**config.mk**
```make
export PLATFORM = sky130hd
export DESIGN_NAME = sram_ctl
export DESIGN_NICKNAME = d
export VERILOG_FILES = /design/src/rtl/sram_ctl_pkg.sv /design/src/rtl/sram_ctl_cnt.sv /design/src/rtl/sram_ctl_resp.sv /design/src/rtl/sram_ctl.sv
export SDC_FILE = /design/constraint.sdc
export NUM_CORES = 1
export LEC_CHECK = 0
export BUFFER_PORTS_ARGS = -buffer_cell sky130_fd_sc_hd__buf_2
export CAP_MARGIN = 20
export CORE_MARGIN = 2
export CORE_UTILIZATION = 51
export CTS_CLUSTER_DIAMETER = 50
export DETAILED_ROUTE_END_ITERATION = 10
export PLACE_DENSITY_LB_ADDON = 0.05
export SYNTH_ARGS = -nofsm -noshare
export SYNTH_HDL_FRONTEND = slang
export SYNTH_SLANG_ARGS = --single-unit
```
**constraint.sdc**
```tcl
create_clock -name clk -period 2.1 [get_ports clk]
set_input_delay 0.315 -clock clk [delete_from_list [all_inputs] [get_ports clk]]
set_output_delay 0.315 -clock clk [all_outputs]
set_load 0.03 [all_outputs]
```
**src/rtl/sram_ctl_pkg.sv**
```systemverilog
`timescale 1ns/1ps
package sram_ctl_pkg;
  typedef enum logic [2:0] {
    ST_IDLE = 3'd0,
    ST_RD   = 3'd1,
    ST_WSU  = 3'd2,
    ST_WPL  = 3'd3,
    ST_WHD  = 3'd4
  } sram_st_e;
endpackage

```
**src/rtl/sram_ctl_cnt.sv**
```systemverilog
`timescale 1ns/1ps
// Up counter for phase lengths; cleared whenever the phase changes.
module sram_ctl_cnt #(
  parameter int W = 4
) (
  input  logic         clk,
  input  logic         rst_n,
  input  logic         clr,
  output logic [W-1:0] val
);
  always_ff @(posedge clk) begin
    if (!rst_n || clr) val <= '0;
    else               val <= val + 1'b1;
  end
endmodule

```
**src/rtl/sram_ctl_resp.sv**
```systemverilog
`timescale 1ns/1ps
// Response register: latches read data and forms the one-cycle done pulse.
module sram_ctl_resp #(
  parameter int DATA_W = 8
) (
  input  logic              clk,
  input  logic              rst_n,
  input  logic              cap_en,
  input  logic              wr_done,
  input  logic [DATA_W-1:0] dq_in,
  output logic              rsp_valid,
  output logic [DATA_W-1:0] rsp_rdata
);
  always_ff @(posedge clk) begin
    if (!rst_n) begin
      rsp_valid <= 1'b0;
      rsp_rdata <= '0;
    end else begin
      rsp_valid <= cap_en | wr_done;
      if (cap_en) rsp_rdata <= dq_in;
    end
  end
endmodule

```
**src/rtl/sram_ctl.sv**
```systemverilog
`timescale 1ns/1ps
module sram_ctl
  import sram_ctl_pkg::*;
#(
  parameter int ADDR_W     = 13,
  parameter int DATA_W     = 8,
  parameter int ACCESS_CYC = 3,
  parameter int CYCLE_CYC  = 5,
  parameter int WPULSE_CYC = 2
) (
  input  logic              clk,
  input  logic              rst_n,
  input  logic              req_valid,
  output logic              req_ready,
  input  logic              req_write,
  input  logic [ADDR_W-1:0] req_addr,
  input  logic [DATA_W-1:0] req_wdata,
  output logic              rsp_valid,
  output logic [DATA_W-1:0] rsp_rdata,
  output logic              mem_ce1_n,
  output logic              mem_ce2,
  output logic              mem_we_n,
  output logic              mem_oe_n,
  output logic [ADDR_W-1:0] mem_addr,
  output logic [DATA_W-1:0] mem_dq_out,
  output logic              mem_dq_oe,
  input  logic [DATA_W-1:0] mem_dq_in
);
  localparam int RD_LEN = (CYCLE_CYC > ACCESS_CYC) ? CYCLE_CYC : ACCESS_CYC;
  localparam int MAXC   = (RD_LEN > WPULSE_CYC) ? RD_LEN : WPULSE_CYC;
  localparam int CNT_W  = $clog2(MAXC + 1);
  localparam logic [CNT_W-1:0] RD_LAST  = CNT_W'(RD_LEN - 1);
  localparam logic [CNT_W-1:0] CAP_AT   = CNT_W'(ACCESS_CYC - 1);
  localparam logic [CNT_W-1:0] WPL_LAST = CNT_W'(WPULSE_CYC - 1);

  sram_st_e         state, nxt;
  logic [CNT_W-1:0] cnt;
  logic             cnt_clr;
  logic             rd_last;
  logic             accept;
  logic [ADDR_W-1:0] addr_q;
  logic [DATA_W-1:0] wdata_q;

  assign rd_last   = (state == ST_RD) && (cnt == RD_LAST);
  assign req_ready = (state == ST_IDLE) || rd_last;
  assign accept    = req_valid && req_ready;

  always_comb begin
    nxt = state;
    unique case (state)
      ST_IDLE: if (accept) nxt = req_write ? ST_WSU : ST_RD;
      ST_RD:   if (rd_last) nxt = accept ? (req_write ? ST_WSU : ST_RD) : ST_IDLE;
      ST_WSU:  nxt = ST_WPL;
      ST_WPL:  if (cnt == WPL_LAST) nxt = ST_WHD;
      ST_WHD:  nxt = ST_IDLE;
      default: nxt = ST_IDLE;
    endcase
  end

  // a new read slot restarts the count even though the state stays put
  assign cnt_clr = (nxt != state) || rd_last;

  sram_ctl_cnt #(.W(CNT_W)) u_cnt (
    .clk   (clk),
    .rst_n (rst_n),
    .clr   (cnt_clr),
    .val   (cnt)
  );

  always_ff @(posedge clk) begin
    if (!rst_n) begin
      state   <= ST_IDLE;
      addr_q  <= '0;
      wdata_q <= '0;
    end else begin
      state <= nxt;
      if (accept) begin
        addr_q  <= req_addr;
        wdata_q <= req_wdata;
      end
    end
  end

  // pin decode straight from the state register
  assign mem_ce1_n  = (state == ST_IDLE);
  assign mem_ce2    = (state != ST_IDLE);
  assign mem_oe_n   = (state != ST_RD);
  assign mem_we_n   = (state != ST_WPL);
  assign mem_dq_oe  = (state == ST_WSU) || (state == ST_WPL) || (state == ST_WHD);
  assign mem_addr   = addr_q;
  assign mem_dq_out = wdata_q;

  sram_ctl_resp #(.DATA_W(DATA_W)) u_resp (
    .clk       (clk),
    .rst_n     (rst_n),
    .cap_en    ((state == ST_RD) && (cnt == CAP_AT)),
    .wr_done   (state == ST_WHD),
    .dq_in     (mem_dq_in),
    .rsp_valid (rsp_valid),
    .rsp_rdata (rsp_rdata)
  );
endmodule

```
==> results of run 1 <==
## worst paths after layout
kind	from	end	slack [ns]	cells after the start
max	state[0]$_SDFF_PN0_	req_ready	0.20	4
min	req_addr[8]	mem_addr[8]$_SDFFE_PN0N_	0.23	3
max reg2reg	u_cnt.val[0]$_SDFF_PP0_	u_cnt.val[2]$_SDFF_PP0_	0.39	5
min reg2reg	u_resp.rsp_rdata[1]$_SDFFE_PN0P_	u_resp.rsp_rdata[1]$_SDFFE_PN0P_	0.47	2
## layer usage
layer	routed length [um]	GRT usage (%)	vias to the layer above
met3	203	4.41	7
li1	-	-	791
met1	1690	25.6	699
met5	0	0	-
met2	1840	37.5	56
met4	59	9.63	0
## per-stage QoR
step | instances | setup WS (ns) | power [mW]
after floorplan | 186 | 0.0663 | 1.02
after global placement | 287 | 0.513 | 1.11
after detailed placement | 287 | 0.389 | 1.13
after CTS | 294 | 0.191 | 1.45
after global routing | 294 | 0.0436 | 1.53
final | 294 | 0.204 | 1.44
## final cells by class
cell class / count / area share [%]
multi-input combinational: 129 / 40.3
sequential: 36 / 35.2
timing repair buffer: 73 / 18.5
tap: 44 / 2.69
clock buffer: 6 / 2.02
inverter: 5 / 1.04
clock inverter: 1 / 0.245
## cell usage in the layout (no fill, tap or decap)
| cell | netlist | layout |
|---|---|---|
| clkinv_2 | 0 | 1 |
| buf_4 | 0 | 5 |
| nor3b_1 | 1 | 1 |
| o21a_1 | 2 | 2 |
| a31oi_1 | 1 | 1 |
| nor3b_4 | 1 | 1 |
| or3b_4 | 1 | 1 |
| nand2_1 | 7 | 7 |
| o21ai_2 | 1 | 1 |
| nor3b_2 | 1 | 1 |
| nor3_1 | 1 | 1 |
| inv_4 | 1 | 1 |
| xor2_1 | 1 | 1 |
| buf_2 | 5 | 68 |
| a21oi_1 | 1 | 1 |
| nand4b_1 | 1 | 1 |
| nor4_1 | 3 | 3 |
| a21boi_0 | 13 | 12 |
| and3_4 | 1 | 1 |
| inv_1 | 4 | 4 |
| nor2b_1 | 3 | 3 |
| o21ai_1 | 7 | 7 |
| clkbuf_4 | 0 | 5 |
| nand2b_1 | 2 | 2 |
| or3_1 | 1 | 1 |
| o2111ai_1 | 3 | 3 |
| dfxtp_1 | 36 | 36 |
| nand3_1 | 30 | 30 |
| ha_1 | 4 | 4 |
| nor2_1 | 1 | 1 |
| a21bo_2 | 1 | 1 |
| o21ai_0 | 23 | 23 |
| clkbuf_1 | 4 | 1 |
| a21boi_1 | 18 | 19 |
## worst max-delay path: cells and delay by family, from the launching register on
kind	cells	cell delay (ns)
DFF	1	0.49
buffers and inverters	2	0.32
and+or+nand+nor	1	0.29
AOI/OAI and AO/OA	1	0.15
## where the power goes
part / internal [mW] / switching (mW)
Sequential: 0.723 / 0.0263
Clock: 0.123 / 0.203
Combinational: 0.126 / 0.236
## flip-flops by register name, indices dropped and copies added, names as in the netlist
name / count
state: 3
mem_dq_out: 8
u_resp.rsp_valid: 1
u_cnt.val: 3
u_resp.rsp_rdata: 8
mem_addr: 13
## logic make-up after synthesis
logic type	Yosys count
AND/OR/NAND/NOR	54
adder cells (fa/ha/maj)	4
AO/OA/AOI/OAI	70
XOR/XNOR	1
flip-flops	36
buffers and inverters	21
==> summary.md, run 1 <==
| Metric | Value |
|---|---|
| Outcome | `finished, final reports clean` |
| Final Hold Fails | `0` |
| Top-area cell type share of the netlist area | `43.4%` |
| Mux contribution to synthesized area | `0%` |
| # resized after CTS | `0` |
| Ant diodes | `0` |
| Total of max-cap violations | `0` |
| Largest net degree at the start of global routing | `33` |
| Iteration-0 DRC Markers | `70` |
| # DRC | `0` |
| Maximum vdd drop | `0.564 mV` |
| DRT antenna net count | `0` |
| Post-CTS Hold Fix Bufs | `0` |
| Core Box Area | `3080 um^2` |
| Total global-route track usage | `21.6%` |
| Reg clk slew, reported paths | `0.10 ns` |
| Maximum buffer depth of the clock tree | `2` |
| Most frequent cells after synthesis | `dfxtp_1 (36), nand3_1 (30), o21ai_0 (23)` |
| Layout fillers | `289` |
| Fin util | `66.5%` |
| CTS tree | `built` |
| WL final | `3.80 mm` |
| Syn-to-layout area delta | `23.2%` |
| Synth cell types | `33` |
| Area of placed instances | `2000 um^2` |
| Num rows | `20` |
| Tcrit/Tclk final | `90.3%` |
| Min Hold Slack | `0.229 ns` |
| Crit. End Element | `output port` |
| Slew Limit Fails | `0` |
| Ys async rst share | `0%` |
| WS Path Type | `reg2out` |
| Post-Syn Area per Cell | `8.93 um^2` |
| Critical Path RT | `1.78 ns` |
| Nets@finish | `287` |
| Sequential area share after synthesis | `43.4%` |
| Flip-flop and latch area | `721 um^2` |
| Main synth FF type | `dfxtp_1` |
| Vias | `1553` |
| Main combinational cell family by area after synthesis | `compound AO/OA/AOI/OAI gates` |
| Postcts setup bufs | `0` |
| Synth Register Bits | `36` |
| Clock sink total | `36` |
| Via density | `5.28` |
| Crit path time final | `1.90 ns` |
| Synth Area in XOR/XNOR | `0.528%` |
| Die area | `3730 um^2` |
| Share of synthesized cell area in full adder, half adder and majority cells | `3.01%` |
| Synth Area in Simple Gates | `18.8%` |
| Setup violations, final | `0` |
| Starting density of the core | `53.9%` |
| Leakage power | `0.901 nW` |
| I/O pin total | `69` |
| Global-route wire length before repair | `6.00 mm` |
| CTS root buffer | `clkbuf_4` |
| Arr. time, crit path | `1.58 ns` |
| Ys Warns | `0` |
| Die height | `61.1 um` |
| Setup crit start kind | `flop` |
| Vias in the first global route | `1431` |
| Rel. slew slack | `60.3%` |
| Port Buf Inserts | `68` |
| Setup_tns | `0 ns` |
| Worst-skew pair later-pin latency | `0.32 ns` |
| Drt wl/cell | `12.9 um` |
| Most frequent cell after synthesis | `dfxtp_1` |
| Setup Skew | `0.00775 ns` |
| Pre-Repair DR Iteration Count | `4` |
| Power per Cell Area | `703 nW/um^2` |
| Cell breakdown of the critical path | `nor3b_4 > inv_4 > o21ai_0 > buf_2` |
| Max Fclk | `0.528 GHz` |
| Slowest stage delay, CP | `0.49 ns` |
| EDFF count, synth | `0` |
| Synth area leader | `dfxtp_1` |
| Total gr overflow | `0` |
| Layout cells sized above 1 | `34.4%` |
| Die width | `61.1 um` |
| Cell count after synthesis | `186` |
| Inserted Clock Buffers | `5` |
| Final GP Congestion | `0.825` |
| Hold WC Path Type | `in2reg` |
| RSZ-0062 raised after global routing | `no` |
| Post-route cell area | `2050 um^2` |
| Initial antenna violation count | `0` |
| Syn nets | `223` |
| DP HPWL | `2.82 mm` |
| Compound-Gate Fraction of Synth Area | `27.4%` |
| Tightest Pin Transition | `0.594 ns` |
| Post-Syn Area | `1660 um^2` |
| Multi-input gate area | `825 um^2` |
| Synth top area cells | `dfxtp_1 (43%), nand3_1 (9.0%), a21boi_1 (8.1%)` |
| Critical path fanouts, max | `13` |
| Slowest-stage cell, CP | `dfxtp_1` |
| Htree depth | `2` |
No activity file was read; power rests on OpenSTA's default activity.
==> inputs of run 2 (changes only) <==
- CORE_UTILIZATION: 51 -> 49
- SYNTH_HIERARCHICAL: not set -> 1
==> summary.md, run 2 <==
| Metric | Value |
|---|---|
| Outcome | `finished, final reports clean (unchanged)` |
| WL final | `2.97 mm (was 3.80 mm)` |
| Most frequent cell after synthesis | `nand2_1 (was dfxtp_1)` |
| Crit path time final | `1.89 ns (was 1.90 ns)` |
| Drt wl/cell | `11.4 um (was 12.9 um)` |
| Max Fclk | `0.528 GHz (about the same)` |
| Vias in the first global route | `1121 (was 1431)` |
| Leading cell types in the layout, fill and taps excluded | `buf_2 (68), nand2_1 (45), dfxtp_1 (36), mux2i_1 (29), nor2b_1 (9) (was buf_2 (68), dfxtp_1 (36), nand3_1 (30), o21ai_0 (23), a21boi_1 (19))` |
| Power per Cell Area | `800 nW/um^2 (was 703 nW/um^2)` |
| Setup crit start | `u_cnt/val[2]$_SDFF_PP0_ (was state[0]$_SDFF_PN0_)` |
| Iteration-0 DRC Markers | `25 (was 70)` |
| Layout cells sized above 1 | `36.4% (was 34.4%)` |
| Worst-skew pair later-pin latency | `0.34 ns (was 0.32 ns)` |
| DP HPWL | `2.17 mm (was 2.82 mm)` |
| CTS root buffer | `clkbuf_4 (unchanged)` |
| WS Path Type | `reg2out (unchanged)` |
| Multi-input gate area | `723 um^2 (was 825 um^2)` |
| Main synth FF type | `dfxtp_1 (unchanged)` |
| Setup violations, final | `0 (unchanged)` |
| Slew Limit Fails | `0 (unchanged)` |
| Setup Skew | `0.00718 ns (was 0.00775 ns)` |
| # resized after CTS | `0 (unchanged)` |
| Synth area leader | `dfxtp_1 (unchanged)` |
| Num rows | `20 (unchanged)` |
| Synth cell types | `26 (was 33)` |
| Post-Syn Area per Cell | `9.54 um^2 (was 8.93 um^2)` |
| Die height | `59.6 um (was 61.1 um)` |
| Rel. slew slack | `74.0% (was 60.3%)` |
| Postcts setup bufs | `0 (unchanged)` |
| Maximum buffer depth of the clock tree | `2 (unchanged)` |
| Sequential area share after synthesis | `47.5% (was 43.4%)` |
| Nets@finish | `261 (was 287)` |
| Die width | `59.6 um (was 61.1 um)` |
| Inst Count DP | `253 (was 287)` |
| Die area | `3560 um^2 (was 3730 um^2)` |
| Max reg flops | `13 (unchanged)` |
| Core Box Area | `3000 um^2 (was 3080 um^2)` |
| Post-Syn Area | `1520 um^2 (was 1660 um^2)` |
| Critical Path RT | `1.78 ns (about the same)` |
| Hold WC Path Type | `in2reg (unchanged)` |
| Flip-flop and latch area | `721 um^2 (unchanged)` |
| EDFF count, synth | `0 (unchanged)` |
| Cell breakdown of the critical path | `or3b_4 > a21boi_0 > buf_2 (was nor3b_4 > inv_4 > o21ai_0 > buf_2)` |
| Tightest Pin Transition | `0.389 ns (was 0.594 ns)` |
| Final Hold Fails | `0 (unchanged)` |
| Reg clk slew, reported paths | `0.11 ns (was 0.10 ns)` |
| DRT antenna net count | `0 (unchanged)` |
| Setup_tns | `0 ns (unchanged)` |
| # DRC | `0 (unchanged)` |
| Post-CTS Hold Fix Bufs | `0 (unchanged)` |
| Layout fillers | `267 (was 289)` |
| Global-route wire length before repair | `4.71 mm (was 6.00 mm)` |
| Pre-Repair DR Iteration Count | `3 (was 4)` |
| Reg-to-Reg Start | `u_cnt/val[2]$_SDFF_PP0_ (was u_cnt.val[0]$_SDFF_PP0_)` |
| Min-delay src | `req_wdata[7] (was req_addr[8])` |
| Slowest-stage cell, CP | `or3b_4 (was dfxtp_1)` |
| Slowest stage delay, CP | `0.43 ns (was 0.49 ns)` |
| Maximum vdd drop | `0.465 mV (was 0.564 mV)` |
| Largest net degree at the start of global routing | `35 (was 33)` |
| Inserted Clock Buffers | `5 (unchanged)` |
| Starting density of the core | `50.5% (was 53.9%)` |
| Vias | `1250 (was 1553)` |
| Setup crit start kind | `flop (unchanged)` |
| Syn nets | `193 (was 223)` |
| Via density | `4.79 (was 5.28)` |
| Clock sink total | `36 (unchanged)` |
| Tcrit/Tclk final | `90.2% (was 90.3%)` |
| Arr. time, crit path | `1.58 ns (about the same)` |
| Port Buf Inserts | `68 (unchanged)` |
| I/O pin total | `69 (unchanged)` |
| Total global-route track usage | `17.8% (was 21.6%)` |
| CTS tree | `built (unchanged)` |
| Ant diodes | `0 (unchanged)` |
| Cell count after synthesis | `159 (was 186)` |
| Leakage power | `0.946 nW (was 0.901 nW)` |
| Syn-to-layout area delta | `29.0% (was 23.2%)` |
| Most frequent cells after synthesis | `nand2_1 (45), dfxtp_1 (36), mux2i_1 (29) (was dfxtp_1 (36), nand3_1 (30), o21ai_0 (23))` |
| Final Non-Filler Cells | `261 (was 294)` |
| Ys async rst share | `0% (unchanged)` |
| Commonest non-fill, non-tap cell in the layout | `buf_2 (unchanged)` |
| Crit. End Element | `output port (unchanged)` |
| Total of max-cap violations | `0 (unchanged)` |
| Ys Warns | `6 (was 0)` |
| Synth Register Bits | `36 (unchanged)` |
| Critical path fanouts, max | `4 (was 13)` |
| RSZ-0062 raised after global routing | `no (unchanged)` |
| Initial antenna violation count | `0 (unchanged)` |
| Top-area cell type share of the netlist area | `47.5% (was 43.4%)` |
| Total gr overflow | `0 (unchanged)` |
| Htree depth | `2 (unchanged)` |
| Final GP Congestion | `0.759 (was 0.825)` |
| Synth top area cells | `dfxtp_1 (48%), mux2i_1 (19%), nand2_1 (11%) (was dfxtp_1 (43%), nand3_1 (9.0%), a21boi_1 (8.1%))` |
## run 2: changes by cell type in the layout (fill, tap and decap cells not counted), sizes merged, moves of 2 or more
cell     change
nand2       +38
o21ai       -31
a21boi      -30
nand3       -30
mux2i       +29
nor2b        +6
nor2         +5
ha           -3
nor4         -3
o2111ai      -3
a2111oi      +2
buf          -2
## run 2: cells by family (layout without fill, tap and decap cells)
logic type	after synthesis	in the layout	synth area share [%]
AOI/OAI and AO/OA	8	8	5.53
xor gates and xnor gates	1	1	0.578
adders and majority gates	1	1	0.825
buffers and inverters	15	84	5.20
DFF	36	36	47.5
muxes	29	29	19.1
and+or+nand+nor	69	69	21.2
## run 2: metrics by stage
step	hold slack [ns]	setup slack, ns	area (um^2)	power (mW)	util, %
after CTS	0.188	0.194	1960	1.58	65.1
final	0.202	0.207	1960	1.56	65.1
after floorplan	0.433	0.275	1520	1.01	-
after global placement	0.439	0.408	1880	1.10	62.6
after detailed placement	0.448	0.330	1880	1.11	62.6
after global routing	0.178	0.0856	1960	1.64	65.1
## run 2: layout make-up
| cell class | count | area share (%) |
|---|---|---|
| Inverter | 5 | 0.960 |
| Clock inverter | 2 | 1.79 |
| Clock buffer | 6 | 2.11 |
| Multi-Input combinational cell | 108 | 37.0 |
| Sequential cell | 36 | 36.9 |
| Timing Repair Buffer | 71 | 19.2 |
| Tap cell | 33 | 2.11 |
## run 2: path summary, 6_finish.rpt
path / cells after the start / to / slack [ns]
min reg2reg: 2 / mem_dq_out[7]$_SDFFE_PN0N_ / 0.46
min: 3 / mem_dq_out[7]$_SDFFE_PN0N_ / 0.20
max: 3 / req_ready / 0.21
max reg2reg: 4 / mem_addr[3]$_SDFFE_PN0N_ / 0.32
## run 2: where the power goes
part           internal (mW)  switching [mW]
logic                  0.130           0.200
clock network          0.250           0.229
registers              0.726          0.0309
total                   1.11           0.459
## run 2: worst max-delay path, delay by kind of cell (launching register included)
family | cells | cell delay [ns]
simple gates | 1 | 0.43
buf+inv | 1 | 0.22
compound gates | 1 | 0.18
flops | 1 | 0.40
## run 2: metal layers
| metal | track usage (%) | part of all wire [%] | vias to the layer above |
|---|---|---|---|
| met1 | 20.6 | 45 | 549 |
| met2 | 29.0 | 47 | 39 |
| met3 | 7.86 | 6.3 | 6 |
| met4 | 6.67 | 1.5 | 0 |
| met5 | 0 | 0 | - |
| li1 | - | - | 656 |
